==> src/rtl/mdio_pkg.sv <==
package mdio_pkg;
    localparam int PHY_AW    = 5;
    localparam int REG_AW    = 5;
    localparam int DATA_W    = 16;
    localparam int PRE_LEN   = 32;
    localparam int FRAME_LEN = PRE_LEN + 4 + PHY_AW + REG_AW + 2 + DATA_W;
    localparam int TA_IDX    = PRE_LEN + 4 + PHY_AW + REG_AW;
    localparam int DATA_IDX  = TA_IDX + 2;
    localparam int CNT_W     = $clog2(FRAME_LEN + 1);
    localparam int LINK_W    = 1 << PHY_AW;

    localparam logic [1:0] ST_CODE = 2'b01;
    localparam logic [1:0] OP_RD   = 2'b10;
    localparam logic [1:0] OP_WR   = 2'b01;
    localparam logic [1:0] TA_WR   = 2'b10;
    localparam logic [1:0] TA_RD   = 2'b11;

    localparam logic [REG_AW-1:0] STATUS_REG = REG_AW'(1);
    localparam int LINK_BIT = 2;

    localparam logic [1:0] SEL_CTRL = 2'd0;
    localparam logic [1:0] SEL_CMD  = 2'd1;
    localparam logic [1:0] SEL_LINK = 2'd2;

    localparam int CT_IDLE  = 31;
    localparam int CT_EN    = 30;
    localparam int CM_GO    = 31;
    localparam int CM_WR    = 30;
    localparam int CM_ACK   = 29;
    localparam int CM_REG_L = 21;
    localparam int CM_PHY_L = 16;
endpackage

==> src/rtl/mdio_clk_div.sv <==
module mdio_clk_div #(
    parameter int DIV_W = 8
) (
    input  logic             clk,
    input  logic             rst_n,
    input  logic             run,
    input  logic [DIV_W-1:0] div,
    output logic             mdc,
    output logic             rise,
    output logic             fall
);
    typedef struct packed {
        logic [DIV_W-1:0] cnt;
        logic             mdc;
    } div_s;

    div_s q, d;
    logic tick;

    assign tick = run && (q.cnt == div);
    assign rise = tick && !q.mdc;
    assign fall = tick && q.mdc;
    assign mdc  = q.mdc;

    always_comb begin
        d = q;
        if (!run) begin
            d.cnt = '0;
            d.mdc = 1'b0;
        end else if (tick) begin
            d.cnt = '0;
            d.mdc = !q.mdc;
        end else begin
            d.cnt = q.cnt + DIV_W'(1);
        end
    end

    always_ff @(posedge clk or negedge rst_n) begin
        if (!rst_n) q <= '0;
        else        q <= d;
    end
endmodule

==> src/rtl/mdio_frame_engine.sv <==
module mdio_frame_engine
    import mdio_pkg::*;
(
    input  logic              clk,
    input  logic              rst_n,
    input  logic              start,
    input  logic              is_read,
    input  logic [PHY_AW-1:0] phy_addr,
    input  logic [REG_AW-1:0] reg_addr,
    input  logic [DATA_W-1:0] wdata,
    input  logic              mdc_rise,
    input  logic              mdc_fall,
    input  logic              mdio_i,
    output logic              busy,
    output logic              done,
    output logic              mdio_o,
    output logic              mdio_oe,
    output logic [DATA_W-1:0] rdata,
    output logic              ack
);
    localparam logic [CNT_W-1:0] CNT_LAST = CNT_W'(FRAME_LEN);
    localparam logic [CNT_W-1:0] CNT_TA   = CNT_W'(TA_IDX);
    localparam logic [CNT_W-1:0] CNT_TA2  = CNT_W'(TA_IDX + 1);
    localparam logic [CNT_W-1:0] CNT_DAT  = CNT_W'(DATA_IDX);

    typedef struct packed {
        logic                 busy;
        logic                 rd;
        logic [FRAME_LEN-1:0] sh;
        logic [CNT_W-1:0]     cnt;
        logic                 oe;
        logic                 dout;
        logic [DATA_W-1:0]    rdat;
        logic                 ack;
        logic                 done;
    } eng_s;

    eng_s q, d;
    logic [FRAME_LEN-1:0] frame;
    logic [CNT_W-1:0]     idx;

    assign frame = {{PRE_LEN{1'b1}}, ST_CODE, is_read ? OP_RD : OP_WR,
                    phy_addr, reg_addr, is_read ? TA_RD : TA_WR,
                    is_read ? {DATA_W{1'b0}} : wdata};
    assign idx = q.cnt - CNT_W'(1);

    always_comb begin
        d      = q;
        d.done = 1'b0;
        if (start && !q.busy) begin
            d.busy = 1'b1;
            d.rd   = is_read;
            d.dout = frame[FRAME_LEN-1];
            d.sh   = frame << 1;
            d.cnt  = CNT_W'(1);
            d.oe   = 1'b1;
            d.ack  = 1'b0;
        end else if (q.busy) begin
            if (mdc_rise && q.rd) begin
                if (idx == CNT_TA2)
                    d.ack = !mdio_i;
                else if (idx >= CNT_DAT)
                    d.rdat = {q.rdat[DATA_W-2:0], mdio_i};
            end
            if (mdc_fall) begin
                if (q.cnt == CNT_LAST) begin
                    d.busy = 1'b0;
                    d.oe   = 1'b0;
                    d.dout = 1'b1;
                    d.done = 1'b1;
                end else begin
                    d.dout = q.sh[FRAME_LEN-1];
                    d.sh   = q.sh << 1;
                    d.oe   = !(q.rd && (q.cnt >= CNT_TA));
                    d.cnt  = q.cnt + CNT_W'(1);
                end
            end
        end
    end

    always_ff @(posedge clk or negedge rst_n) begin
        if (!rst_n) q <= '0;
        else        q <= d;
    end

    assign busy    = q.busy;
    assign done    = q.done;
    assign mdio_o  = q.dout;
    assign mdio_oe = q.oe;
    assign rdata   = q.rdat;
    assign ack     = q.ack;
endmodule

==> src/rtl/mdio_mgmt_master.sv <==
module mdio_mgmt_master
    import mdio_pkg::*;
#(
    parameter int DIV_W = 8
) (
    input  logic        clk,
    input  logic        rst_n,
    input  logic        reg_wr,
    input  logic [1:0]  reg_sel,
    input  logic [31:0] reg_wdata,
    input  logic [1:0]  rd_sel,
    output logic [31:0] reg_rdata,
    output logic        mdc,
    output logic        mdio_o,
    output logic        mdio_oe,
    input  logic        mdio_i
);
    typedef struct packed {
        logic              en;
        logic [DIV_W-1:0]  div;
        logic              go;
        logic              wr;
        logic [REG_AW-1:0] rega;
        logic [PHY_AW-1:0] phya;
        logic [DATA_W-1:0] data;
        logic              ack;
        logic [LINK_W-1:0] link;
    } regs_s;

    regs_s r_q, r_d;

    logic              eng_busy, eng_done, eng_ack;
    logic [DATA_W-1:0] eng_rdata;
    logic              clk_rise, clk_fall, start, go_q, idle;
    logic              unused_wbits;

    assign go_q         = r_q.go;
    assign start        = go_q && !eng_busy && !eng_done;
    assign idle         = !go_q && !eng_busy;
    assign unused_wbits = ^reg_wdata;

    mdio_clk_div #(.DIV_W(DIV_W)) u_div (
        .clk  (clk),
        .rst_n(rst_n),
        .run  (eng_busy),
        .div  (r_q.div),
        .mdc  (mdc),
        .rise (clk_rise),
        .fall (clk_fall)
    );

    mdio_frame_engine u_eng (
        .clk     (clk),
        .rst_n   (rst_n),
        .start   (start),
        .is_read (!r_q.wr),
        .phy_addr(r_q.phya),
        .reg_addr(r_q.rega),
        .wdata   (r_q.data),
        .mdc_rise(clk_rise),
        .mdc_fall(clk_fall),
        .mdio_i  (mdio_i),
        .busy    (eng_busy),
        .done    (eng_done),
        .mdio_o  (mdio_o),
        .mdio_oe (mdio_oe),
        .rdata   (eng_rdata),
        .ack     (eng_ack)
    );

    always_comb begin
        r_d = r_q;
        if (reg_wr) begin
            if (reg_sel == SEL_CTRL) begin
                r_d.en  = reg_wdata[CT_EN];
                r_d.div = reg_wdata[DIV_W-1:0];
            end else if (reg_sel == SEL_CMD && !r_q.go) begin
                r_d.go   = reg_wdata[CM_GO] && r_q.en;
                r_d.wr   = reg_wdata[CM_WR];
                r_d.rega = reg_wdata[CM_REG_L +: REG_AW];
                r_d.phya = reg_wdata[CM_PHY_L +: PHY_AW];
                r_d.data = reg_wdata[DATA_W-1:0];
                r_d.ack  = 1'b0;
            end
        end
        if (eng_done) begin
            r_d.go = 1'b0;
            if (r_q.wr) begin
                r_d.ack = 1'b0;
            end else begin
                r_d.data = eng_rdata;
                r_d.ack  = eng_ack;
                if (eng_ack && r_q.rega == STATUS_REG)
                    r_d.link[r_q.phya] = eng_rdata[LINK_BIT];
            end
        end
    end

    always_ff @(posedge clk or negedge rst_n) begin
        if (!rst_n) r_q <= '0;
        else        r_q <= r_d;
    end

    always_comb begin
        reg_rdata = '0;
        case (rd_sel)
            SEL_CTRL: begin
                reg_rdata[CT_IDLE]   = idle;
                reg_rdata[CT_EN]     = r_q.en;
                reg_rdata[DIV_W-1:0] = r_q.div;
            end
            SEL_CMD: begin
                reg_rdata[CM_GO]              = r_q.go;
                reg_rdata[CM_WR]              = r_q.wr;
                reg_rdata[CM_ACK]             = r_q.ack;
                reg_rdata[CM_REG_L +: REG_AW] = r_q.rega;
                reg_rdata[CM_PHY_L +: PHY_AW] = r_q.phya;
                reg_rdata[DATA_W-1:0]         = r_q.data;
            end
            SEL_LINK: reg_rdata[LINK_W-1:0] = r_q.link;
            default:  reg_rdata = '0;
        endcase
    end
endmodule

==> config.mk <==
export PLATFORM = sky130hd
export DESIGN_NAME = mdio_mgmt_master
export DESIGN_NICKNAME = d
export VERILOG_FILES = /design/src/rtl/mdio_pkg.sv /design/src/rtl/mdio_clk_div.sv /design/src/rtl/mdio_frame_engine.sv /design/src/rtl/mdio_mgmt_master.sv
export SDC_FILE = /design/constraint.sdc
export NUM_CORES = 1
export LEC_CHECK = 0
export BUFFER_PORTS_ARGS = -buffer_cell sky130_fd_sc_hd__buf_2
export CELL_PAD_IN_SITES_DETAIL_PLACEMENT = 0
export CELL_PAD_IN_SITES_GLOBAL_PLACEMENT = 1
export CORE_MARGIN = 2
export CORE_UTILIZATION = 45
export CTS_CLUSTER_DIAMETER = 40
export DETAILED_ROUTE_END_ITERATION = 8
export GPL_TIMING_DRIVEN = 0
export PLACE_DENSITY_LB_ADDON = 0.1
export SYNTH_ARGS = -nofsm -noshare
export SYNTH_HDL_FRONTEND = slang
export SYNTH_HIERARCHICAL = 1
export SYNTH_SLANG_ARGS = --single-unit
export TNS_END_PERCENT = 10
==> constraint.sdc <==
create_clock -name clk -period 5.8 [get_ports clk]
set_input_delay 1.16 -clock clk [delete_from_list [all_inputs] [get_ports clk]]
set_output_delay 1.16 -clock clk [all_outputs]
set_load 0.01 [all_outputs]
==> results.md, run 1 <==
Run status:
- The flow ran to the end, and the final reports show no timing, DRC or antenna violations.

Yosys:
- The total of flip-flops plus latches after synthesis is ~170.
- The post-synthesis area per instance is roughly 10 sq um.
- For this run, asynchronously set or reset flops after synthesis account for between 90% and 100%.
- The warning count from the yosys run is 6.
- The synthesized netlist contains 63 unique library cells.
- The synthesized netlist cell count is between 800 and 900.
- The number of synthesized flops with an enable pin is 0.
- The mapped cell area is 8623 sq um.
- The most frequently used flop master after synthesis is dfrtp_1.
- The net count after synthesis is approximately 870.
- The sequential area share after synthesis is between 40% and 50%.

Timing:
- The shortest clock period the worst path allows after layout is between 4 and 5 ns.
- The headroom to the max-slew limit is about 31%.
- The minimum setup slack in the final design is ~1.7 ns.
- The final number of setup-violating endpoints is 0.
- The maximum operating frequency is about 250 MHz.
- The final sum of negative setup slack is 0 ns.
- At the pin with the least slew margin, the transition time is approximately 1 ns.
- The largest clock skew in the final design is 0.01605 ns.
- Setup repair after global routing left no endpoint under its margin.
- The count of pins over their slew limit came to 0.
- The final count of hold timing violations is 0.
- The share of the cycle needed by the critical path after routing is a little over two thirds.

Die:
- The die covers 20,290 sq um.
- The top-level port count is 75.
- The number of rows in the core area is 50.
- The horizontal extent of the die is roughly 140 um.
- The die height is between 100 and 150 um.
- The floorplan step defined a core boundary enclosing approximately 19,000 sq um.
- The initial utilization of the core area, before any placement, comes to 45.95%.

Global route:
- Entering global routing, the biggest net connects ~100 pins.
- For this run, the total global-route usage over all layers was measured as a little under a quarter.
- Global routing finished with a remaining overflow of 0.
- The first global-routing pass estimated ~37,000 um of wire.
- The via count of the first global-routing pass is 6,788.
- The initial antenna violation count is 0.

Clock tree:
- The setup fix buffers added after clock tree synthesis is 0.
- Once the clock tree was built, the resizer swapped 0 gates to a different size.
- TritonCTS built the clock tree.
- The number of clock buffers added by TritonCTS is 17.
- The number of levels the H-tree was split into is 4.
- The clock net in this run drives a total of 171 sinks.
- The cell at the root of the clock tree is clkbuf_16.
- The clock passes through at most 2 buffers.
- The clock-pin transition on the worst setup and hold timing paths is around 0.07 ns.
- The number of hold buffers added after CTS is 0.
- The clock insertion delay at the later pin of the skew report is around 0.44 ns.

Hold path:
- The hold path startpoint is r_q[21].
- The depth of the worst hold-timing path is 1.
- The worst hold path terminates at r_q[21].
- The path class of the tightest hold or removal check is flip-flop to flip-flop.

Cells and area:
- Leaving out fill and tap cells, the most frequent cells in the layout are 171 x dfrtp_1, 84 x buf_2, 83 x nor2_1, 76 x nand2_1, 51 x mux2_2.
- The area growth from synthesis to layout is 14.79%.
- The finished cells cover ~9900 sq um.
- The net count reported at finish is between 900 and 1,000.
- The library cell used most frequently in the layout, excluding fill and tap cells, is dfrtp_1.
- Of the cells placed in the final design, the portion with a size suffix greater than 1 is 23.71%.
- The repair_antennas step left the layout with diodes totalling 0.

Detailed routing:
- The wire length per cell after detailed routing is 19.62 um.
- For this run, the detailed router's first-pass iteration total came to 6.
- Across all layers, the routed design uses 6,778 vias.
- The total DRC errors in the routed layout is 0.
- In this run, the number of DRC markers left after iteration 0 of detailed routing was a little over 600.
- The routed wire length is around 23,000 um.
- The vias per cell is ~5.8.
- The number of nets still failing antenna checks after routing is 0.

Placement:
- The post-placement worst setup slack is between 1.5 and 2 ns.
- The final estimated routing congestion in global placement is 0.9403.
- During placement, the flow inserted port buffers numbering 70.
- The instance area after placement is around 9300 sq um.
- Summed over all nets, the half-perimeter wirelength after detailed placement is approximately 16,000 um.

Worst setup path:
- The depth of the most critical reg-to-reg path is 8.
- The critical-path maximum fanout is 10.
- The class of the most critical setup path is input pin to output port.
- For flop-to-flop paths, the worst setup slack is 2.90 ns.
- For the worst setup path, the data required time is 4.64 ns.
- In this run the critical register-to-register path is launched from r_q[66].
- The arrival time of data at the critical path endpoint is approximately 2.9 ns.
- STA classifies the critical path endpoint as an output port.
- STA classifies the critical path startpoint as an input pin.
- The endpoint of the lowest-slack register-to-register path is u_eng/rdata[15].

Pwr:
- The largest vdd supply drop is approximately 220 uV.
- The leakage power is ~4.4 nW.
- The power consumption is around 0.0040 W.
- Power spread over the standard cell area amounts to ~400 nW/um^2.

Job:
- The number of max-cap violations is 0.
## state kept, by name (all words and copies together) (netlist names)
signal	flops
r_q	69
u_eng/ack	1
u_div/mdc	1
go_q	1
u_eng/q	71
u_eng/done	1
u_eng/rdata	16
u_eng/mdio_o	1
u_eng/busy	1
u_eng/mdio_oe	1
u_div/q	8
## kinds of logic (layout without fill, tap and decap cells)
family,Yosys count,after routing,share of synthesized area [%]
AO/OA/AOI/OAI,155,155,12.55
AND/OR/NAND/NOR,292,292,18.35
XOR/XNOR,16,16,1.625
adder cells (fa/ha/maj),9,9,1.306
multiplexers,86,86,10.95
buffers and inverters,96,199,5.586
flip-flops,171,171,49.62
## worst max-delay path, stage by stage
cell and delay (ns):
buf_2 0.11, inv_1 0.07, ha_1 0.16, clkbuf_1 0.51, clkbuf_1 0.41, a222oi_1 0.21
nor2_1 0.13, buf_2 0.14
## cell usage after synthesis, types with 8 or more instances
master	n	area, sq um
nand3_1	25	125.1
mux2_1	16	180.2
a22oi_1	40	300.3
nand2_1	76	285.3
a31oi_1	35	219.0
nor2_1	83	311.6
ha_1	9	112.6
nor4_2	12	150.1
buf_2	15	75.07
dfrtp_1	171	4279
inv_1	14	52.55
clkbuf_1	41	153.9
a221o_1	8	80.08
nor4_1	20	125.1
a21oi_1	18	90.09
mux2_2	51	574.3
xnor2_1	11	96.34
o21ai_0	25	125.1
mux2i_1	19	190.2
a222oi_1	9	90.09
nor2b_1	21	131.4
buf_4	17	127.6
## final cells by class
| cell class | count | area (sq um) |
|---|---|---|
| multi-input combinational | 558 | 3862 |
| fill | 1728 | 8870 |
| timing repair buffer | 71 | 387.9 |
| clock inverter | 15 | 168.9 |
| sequential | 171 | 4279 |
| buffer | 82 | 429.2 |
| tap | 234 | 292.8 |
| inverter | 14 | 52.55 |
| clock buffer | 17 | 425.4 |
## where the power goes
group | internal, W | total [W] | switching, W | leakage, nW
Combinational | 0.000412 | 0.000956 | 0.000544 | 2.00
Clock | 0.000584 | 0.00114 | 0.000561 | 0.293
Sequential | 0.00149 | 0.00185 | 0.000359 | 2.11
## worst max-delay path by stage
stage / startpoint / to / slack (ns)
6_report: rd_sel[1] / reg_rdata[30] / 1.75
5_1_grt: rd_sel[1] / reg_rdata[30] / 1.65
4_1_cts: rd_sel[1] / reg_rdata[30] / 1.79
3_5_place_dp: rd_sel[1] / reg_rdata[30] / 1.80
3_3_place_gp: rst_n / r_q[25] / 0.93
2_1_floorplan: rd_sel[1] / reg_rdata[30] / 2.39
## routing by layer
layer	track usage, %	wire length (um)	vias up
li1	-	-	3158
met1	32.64	10330	3367
met2	37.25	10790	229
met3	5.114	1324	24
met4	7.191	363	0
met5	0	0	-
## through the flow
step / instances / utilization, % / hold slack (ns)
final: 1162 / 52.74 / 0.4946
after global routing: 1162 / 52.74 / 0.5060
after CTS: 1162 / 52.74 / 0.4962
after detailed placement: 1130 / 49.57 / 0.4748
after global placement: 1129 / 49.37 / 0.4735
after floorplan: 825 / - / 0.4570
(Power assumes the default switching activity.)
==> run 2, diff against run 1 <==
Settings changed: ABC_AREA set to 1.
Clock period 5.8 ns to 3.73 ns, I/O delays scaled along.
==> results.md, run 2 <==
Run status:
- The flow ran to the end, and the final reports show no timing, DRC or antenna violations.

Placement:
- At the end of routability-driven placement, the weighted congestion stood at 0.8425.
- Detailed placement finished with a half-perimeter wire length of about 18,000 um.
- The count of buffers inserted at the top-level ports is 69.
- The placed instances occupy a cell area of 9752 sq um.

Cells and area:
- Of the cells placed in the final design, the portion with a size suffix greater than 1 is between 10% and 20%.
- The final cell utilization of the core is a little over half.
- More flip-flops sit in one register than any other, and that register is u_eng/q.
- The flip-flop count of the largest register after layout is 71.
- From synthesis to final layout, the design area changed by 14.65%.
- In the layout the commonest cells are 389 x nand2_1, 171 x dfrtp_1, 128 x nand3_1, 88 x buf_2, 82 x inv_1.
- The library cell used most frequently in the layout, excluding fill and tap cells, is nand2_1.
- The antenna diode count is 0.
- The finished cells cover a little over 10,000 sq um.
- The net count reported at finish is approximately 1,300.

Worst setup path:
- For this run, the slowest stage of the critical path takes 0.35 ns.
- The worst setup path is captured at an output port.
- Data arrives at the worst endpoint at around 2.2 ns.
- The cell repeated most along the worst path is buf_2.
- For flop-to-flop paths, the worst setup slack is around 1.4 ns.
- Traced cell by cell, the critical path runs through buf_2 > inv_1 > ha_1 > clkinv_1 > clkbuf_1 > a21oi_1 > buf_2.
- The critical path in this run is classified as input pin to output port.
- The critical-path maximum fanout is 10.
- The slowest stage of the critical path belongs to the cell clkbuf_1.
- In this design, the largest share of critical-path delay is due to buffers and inverters.
- The required time of the critical path is 2.98 ns.
- The buffer and inverter count on the worst path is 5.
- STA classifies the critical path startpoint as an input pin.

Yosys:
- The largest total area in the synthesized netlist belongs to dfrtp_1.
- The most used standard cell by instance count after synthesis is nand2_1.
- The async set-or-reset flop fraction in the synthesized netlist is 100.0%.
- Synthesis produced ~1,200 cells.
- After synthesis, the most frequently instantiated cells are 389 x nand2_1, 171 x dfrtp_1, 128 x nand3_1.
- Sorting the synthesized cells by area gives the leading types as dfrtp_1 47%, nand2_1 16%, nand3_1 7.1%, inv_1 3.4%, a21oi_1 3.0%.
- The area share of the leading cell type in the synthesized netlist is 47.35%.
- The net count after synthesis is around 1,200.
- Dividing the synthesized area by the synthesized cell count gives 7.818 sq um.
- The Yosys step of the flow raised 6 warnings.
- Summing every instance area after synthesis gives between 9000 and 10,000 sq um.
- The sequential area share after synthesis is 47.35%.
- The number of synthesized flops with an enable pin is 0.
- In this run, distinct cell masters in the synthesized netlist total 35.
- The most frequently used flop master after synthesis is dfrtp_1.
- The total of flip-flops plus latches after synthesis is approximately 170.

Global route:
- The maximum number of pins on one net before global-route repair is 96.
- The first global-routing pass estimated between 40,000 and 50,000 um of wire.
- The sum of overflow across all layers after global routing is 0.
- The initial antenna violation count is 0.
- The combined global-route utilization of all metal layers is between 20% and 30%.
- The via count of the first global-routing pass is roughly 7,600.

Pwr:
- The power consumption is roughly 0.0055 W.
- The largest vdd supply drop is between 300 and 400 uV.
- The leakage power is roughly 5.3 nW.
- Power spread over the standard cell area amounts to ~530 nW/um^2.

Clock tree:
- The cell at the root of the clock tree is clkbuf_16.
- After clock tree synthesis, the repair step resized 0 gates.
- The number of hold buffers added after CTS is 0.
- The worst-case clock buffer depth is 2.
- The TritonCTS clock tree is built.
- Clock-pin slew was measured on the worst setup and hold paths at about 0.07 ns.
- The number of levels the H-tree was split into is 4.
- Once the clock tree was built, the setup fixing pass inserted 0 buffers.
- Counting every sink on the clock net gives about 170.
- The clock reaches the later pin of the worst-skew pair after about 0.43 ns.
- Buffers inserted during clock tree synthesis total 17.

Die:
- The die height is roughly 150 um.
- Row generation in the floorplan step produced 51 rows.
- The die is approximately 150 um wide.
- The placeable core region is between 15,000 and 20,000 sq um.
- The top-level port count is 75.
- The floorplan die area is roughly 21,000 sq um.
- Once the floorplan was initialized, standard cells occupied between 40% and 50% of the core.

Timing:
- After routing, the total negative slack on setup checks comes to 0 ns.
- Headroom to the max-slew limit came out at 58.95%.
- The worst-margin pin slew is ~0.6 ns.
- Setup violations remaining at the end of the flow were counted as 0.
- The final count of hold timing violations is 0.
- Setup repair after global routing left no endpoint under its margin.
- The count of pins over their slew limit is 0.
- After layout, the minimum clock period comes to 2.981 ns.
- The worst path uses 79.91% of the clock period.
- On the final layout, the worst clock skew is 0.01265 ns.
- The maximum operating frequency is 335.5 MHz.

Detailed routing:
- Across all layers, the routed design uses roughly 8,000 vias.
- The number of nets still failing antenna checks after routing is 0.
- After detailed routing, the number of vias per cell comes to 5.146.
- In the routed design, unresolved DRC markers number 0.
- In the final routed layout, each cell accounts on average for around 16 um.
- The number of DRC markers in iteration 0 is between 600 and 700.
- The first detailed-routing pass took 6 iterations.
- The final layout contains routed wiring with a total length of 25,120 um.

Hold path:
- The path class of the tightest hold or removal check is input pin to asynchronous set/reset pin.

Job:
- The number of max-cap violations is 0.
-- run 2: cell count changes in the layout (fill, tap and decap cells not counted), sizes merged, moves of 32 or more --
cell	delta
inv	+73
nand2	+323
a21oi	+37
nand3	+104
mux2	-67
a31oi	-35
nor4	-32
o21ai	+46
-- run 2: worst paths after layout --
path / end / from / depth (start not counted)
worst min register to register: r_q[4] / r_q[4] / 2
max in group asynchronous: u_eng/q[63] / rst_n / 2
worst max register to register: u_eng/q[23] / r_q[66] / 14
worst min-delay path: u_div/q[4] / rst_n / 1
worst max-delay path: reg_rdata[8] / rd_sel[0] / 7
min in group clk: r_q[4] / r_q[4] / 2
-- run 2: where the power goes --
part           internal [W]  switching (W)  total, W
Sequential          0.00223       0.000268   0.00250
Clock               0.00108       0.000777   0.00186
Combinational      0.000479       0.000675   0.00115
Total               0.00379        0.00172   0.00551
-- run 2: per-stage QoR --
| step | hold slack [ns] | cells | setup WS, ns |
|---|---|---|---|
| 2_1_floorplan | 0.4417 | 1156 | 1.316 |
| 3_3_place_gp | 0.4558 | 1490 | -0.9773 |
| 3_5_place_dp | 0.4613 | 1491 | 0.7529 |
| 4_1_cts | 0.3116 | 1523 | 0.7280 |
| 5_1_grt | 0.3178 | 1523 | 0.6261 |
| 6_report | 0.2943 | 1523 | 0.7492 |
-- run 2: layout make-up --
class / instances / area (sq um)
Fill cell: 1942 / 9229
Sequential cell: 171 / 4279
Multi-Input combinational cell: 814 / 3894
Buffer: 73 / 494.2
Clock buffer: 20 / 446.7
Timing Repair Buffer: 70 / 382.9
Inverter: 98 / 370.4
Tap cell: 265 / 331.6
Clock inverter: 12 / 162.7
-- run 2: logic make-up (layout without fill, tap and decap cells) --
logic type               Yosys count  after routing  synth area share, %
AND/OR/NAND/NOR                  619            619                29.06
buffers and inverters            171            273                9.567
adder cells (fa/ha/maj)            9              9                1.246
flip-flops                       171            171                47.35
XOR/XNOR                           7              7               0.6784
AO/OA/AOI/OAI                    179            179                12.10
-- run 2: per-layer routing --
layer	vias to the layer above	GRT usage (%)	share of wire, %
met5	-	0	0
met4	0	6.520	1.8
met3	23	5.392	4.9
met2	185	39.01	47
met1	3719	34.12	46
li1	3910	-	-
==> run 3, diff against run 2 <==
Settings changed: ABC_AREA 1 to 0, CORE_UTILIZATION 45 to 43.
Clock period 3.73 ns to 2.46 ns, I/O delays scaled along.
==> results.md, run 3 (same netlist as run 1, synthesis figures left out) <==
Pwr:
- The leakage power is about 4.5 nW.
- Power spread over the standard cell area amounts to between 900 and 1000 nW/um^2.
- The power consumption is between 0.009 and 0.01 W.
- The largest vdd supply drop is ~500 uV.

Timing:
- The shortest clock period the worst path allows after layout is 2.428 ns.
- The final count of hold timing violations came to 3.
- The headroom to the max-slew limit is a little under two fifths.
- The minimum setup slack in the final design is between 0.03 and 0.04 ns.
- The largest clock skew in the final design is approximately 0.011 ns.
- The maximum operating frequency is roughly 410 MHz.
- The worst path uses between 90% and 100% of the clock period.
- The worst hold slack after final layout is -0.01333 ns.
- Setup repair after global routing could not meet its margin everywhere.
- At the pin with the least slew margin, the transition time is ~0.9 ns.
- Setup violations remaining at the end of the flow were counted as 0.
- The count of pins over their slew limit was 0.

Worst setup path:
- The worst setup path is of the flip-flop to flip-flop kind.
- The largest single stage delay on the critical path is between 0.4 and 0.5 ns.
- On the critical path, the stage with the largest delay is an instance of dfrtp_1.
- The buffer and inverter count on the worst path is 2.
- Data on the critical path is required at its endpoint by ~2.8 ns.
- Of all nets on the critical path, the largest fanout is 10.
- STA classifies the critical path startpoint as a flip-flop.
- At the worst endpoint, the arrival time is roughly 2.7 ns.
- The cell family with the largest share of critical-path delay is simple AND/OR/NAND/NOR gates.
- The signal on the critical path passes through xnor2_1 > nand4_1 > buf_6 > nor4b_4 > nand3_2 > a41oi_2 > o221ai_4 > buf_6 > mux2_2.
- The worst setup path is captured at a flip-flop.
- Counting stages on the worst path, the most repeated cell is buf_6.

Job:
- Max-cap violations in this run came to 0.

Cells and area:
- The flip-flop count of the largest register after layout is between 70 and 80.
- The repair_antennas step left the layout with diodes totalling 0.
- Compared with the post-synthesis result, the final layout area differs by 17.06%.
- Ranked by flip-flop count, first place goes to u_eng/q.
- The final cell utilization of the core is ~52%.
- The area of all sequential standard cells is roughly 4300 sq um.
- The cell area after layout is approximately 10,000 sq um.
- The post-layout instance count excluding filler cells is 1,198.
- In the layout the commonest cells are 170 x dfrtp_1, 82 x buf_2, 81 x nor2_1, 75 x nand2_1, 51 x mux2_2.
- In the final layout, the share of cells above drive strength 1 is 26.37%.
- Summing all multi-input logic gate instances after layout gives roughly 4000 sq um.
- The layout has ~1,800 filler cells.
- At the end of the flow, the number of nets in the layout was between 900 and 1,000.
- The library cell used most frequently in the layout, excluding fill and tap cells, is dfrtp_1.

Placement:
- The instance count after placement with tap cells included is ~1,200.
- At the end of routability-driven placement, the weighted congestion stood at approximately 0.89.
- Prior to clock tree synthesis, the placed netlist has a worst setup slack of -0.4254 ns.
- The post-DP HPWL is roughly 17,000 um.
- The placed instances occupy a cell area of between 9000 and 10,000 sq um.
- The count of buffers added on input and output ports is 70.

Detailed routing:
- In the routed design, unresolved DRC markers number 0.
- After detailed routing, the average wire length per cell comes to ~19 um.
- For this block, the initial DRC count from the detailed router was roughly 700.
- Using the TritonRoute via totals, the vias-per-cell ratio works out to 5.634.
- The first detailed-routing pass ran for 5 iterations.
- Across all layers, the routed design uses between 6,000 and 7,000 vias.
- The number of nets still failing antenna checks after routing is 0.
- The routed wire length is 22,980 um.

Clock tree:
- The number of levels the H-tree was split into is 4.
- The clock insertion delay at the later pin of the skew report is 0.42 ns.
- The worst-case clock buffer depth is 2.
- The TritonCTS clock tree is built.
- The clock-pin transition on the worst setup and hold timing paths is roughly 0.07 ns.
- The cell at the root of the clock tree is clkbuf_16.
- The number of hold buffers added after CTS is 0.
- CTS saw approximately 170 sinks.
- The number of buffers inserted during clock tree synthesis is 17.

Die:
- For this design the top-level I/O count stands at 75.
- The floorplan has between 50 and 60 rows.
- The starting density of the core is between 40% and 50%.
- The region available for standard cell placement spans 19,590 sq um.
- The die covers about 21,000 sq um.
- From left edge to right edge, the die measures around 150 um.
- Measured along the y axis, the die boundary spans 145.6 um.

Hold path:
- The worst min-delay path category is input pin to asynchronous set/reset pin.

Global route:
- The initial antenna violation count was 0.
- Summed over all layers, the global routing overflow is 0.
- The first global-routing pass estimated 37,190 um of wire.
- The via count of the first global-routing pass is around 6,700.
- The maximum number of pins on one net before global-route repair is 112.
- The combined global-route utilization of all metal layers is between 20 and 25%.

Run status:
- The run finished, with violations left.
- The final reports fail on negative hold slack.
[run 3: cell types whose count changed in the layout (fill, tap and decap cells not counted), moves of 22 or more]
cell | previous run | this run
o21ai_1 | 25 | 0
a22oi_1 | 15 | 40
nand3_1 | 128 | 24
nand2_1 | 389 | 75
inv_1 | 82 | 14
mux2_2 | 0 | 51
a31oi_1 | 0 | 33
a21oi_1 | 55 | 18
o21ai_0 | 47 | 25
[run 3: repair_timing]
| action | 4_1_cts | 5_1_grt |
|---|---|---|
| pin swaps | 2 | 1 |
| setup endpoints to repair | 99 | 100 |
| resized for setup | 18 | 24 |
| buffers inserted | 4 | 2 |
[run 3: cell type report]
type	count	area share, %
buffer	81	4.462
clock buffer	20	4.425
clock inverter	12	1.376
inverter	14	0.5206
multi-input combinational	558	39.20
sequential	171	42.40
tap	265	3.285
timing repair buffer	77	4.326
[run 3: worst paths after layout]
kind	startpoint	end	slack, ns	cells past startpoint
min in group clk	reg_wdata[20]	r_q[53]	0.30	2
max in group asynchronous	rst_n	u_eng/q[20]	1.57	2
hold / removal	rst_n	u_eng/q[67]	-0.01	1
hold reg to reg	r_q[21]	r_q[21]	0.50	1
setup reg to reg	r_q[66]	u_eng/rdata[12]	0.03	9
setup / recovery	r_q[66]	u_eng/rdata[12]	0.03	9
[run 3: routing by layer]
layer	vias to the layer above	routed length, um	track usage (%)
met5	-	0	0
met3	22	1070	4.420
li1	3158	-	-
met1	3379	10470	30.80
met4	0	334	5.392
met2	191	11100	36.16
[run 3: where the power goes]
group / leakage, nW / internal [W] / switching (W)
logic: 2.08 / 0.00101 / 0.00130
clock network: 0.286 / 0.00154 / 0.00114
registers: 2.11 / 0.00353 / 0.000858
[run 3: metrics by stage]
| step | hold slack, ns | setup TNS (ns) |
|---|---|---|
| 2_1_floorplan | 0.1964 | 0 |
| 3_3_place_gp | 0.4722 | -314.90 |
| 3_5_place_dp | 0.4556 | -20.98 |
| 4_1_cts | 0.002448 | -0.02049 |
| 5_1_grt | 0.008726 | -0.3025 |
| 6_report | -0.01333 | 0 |
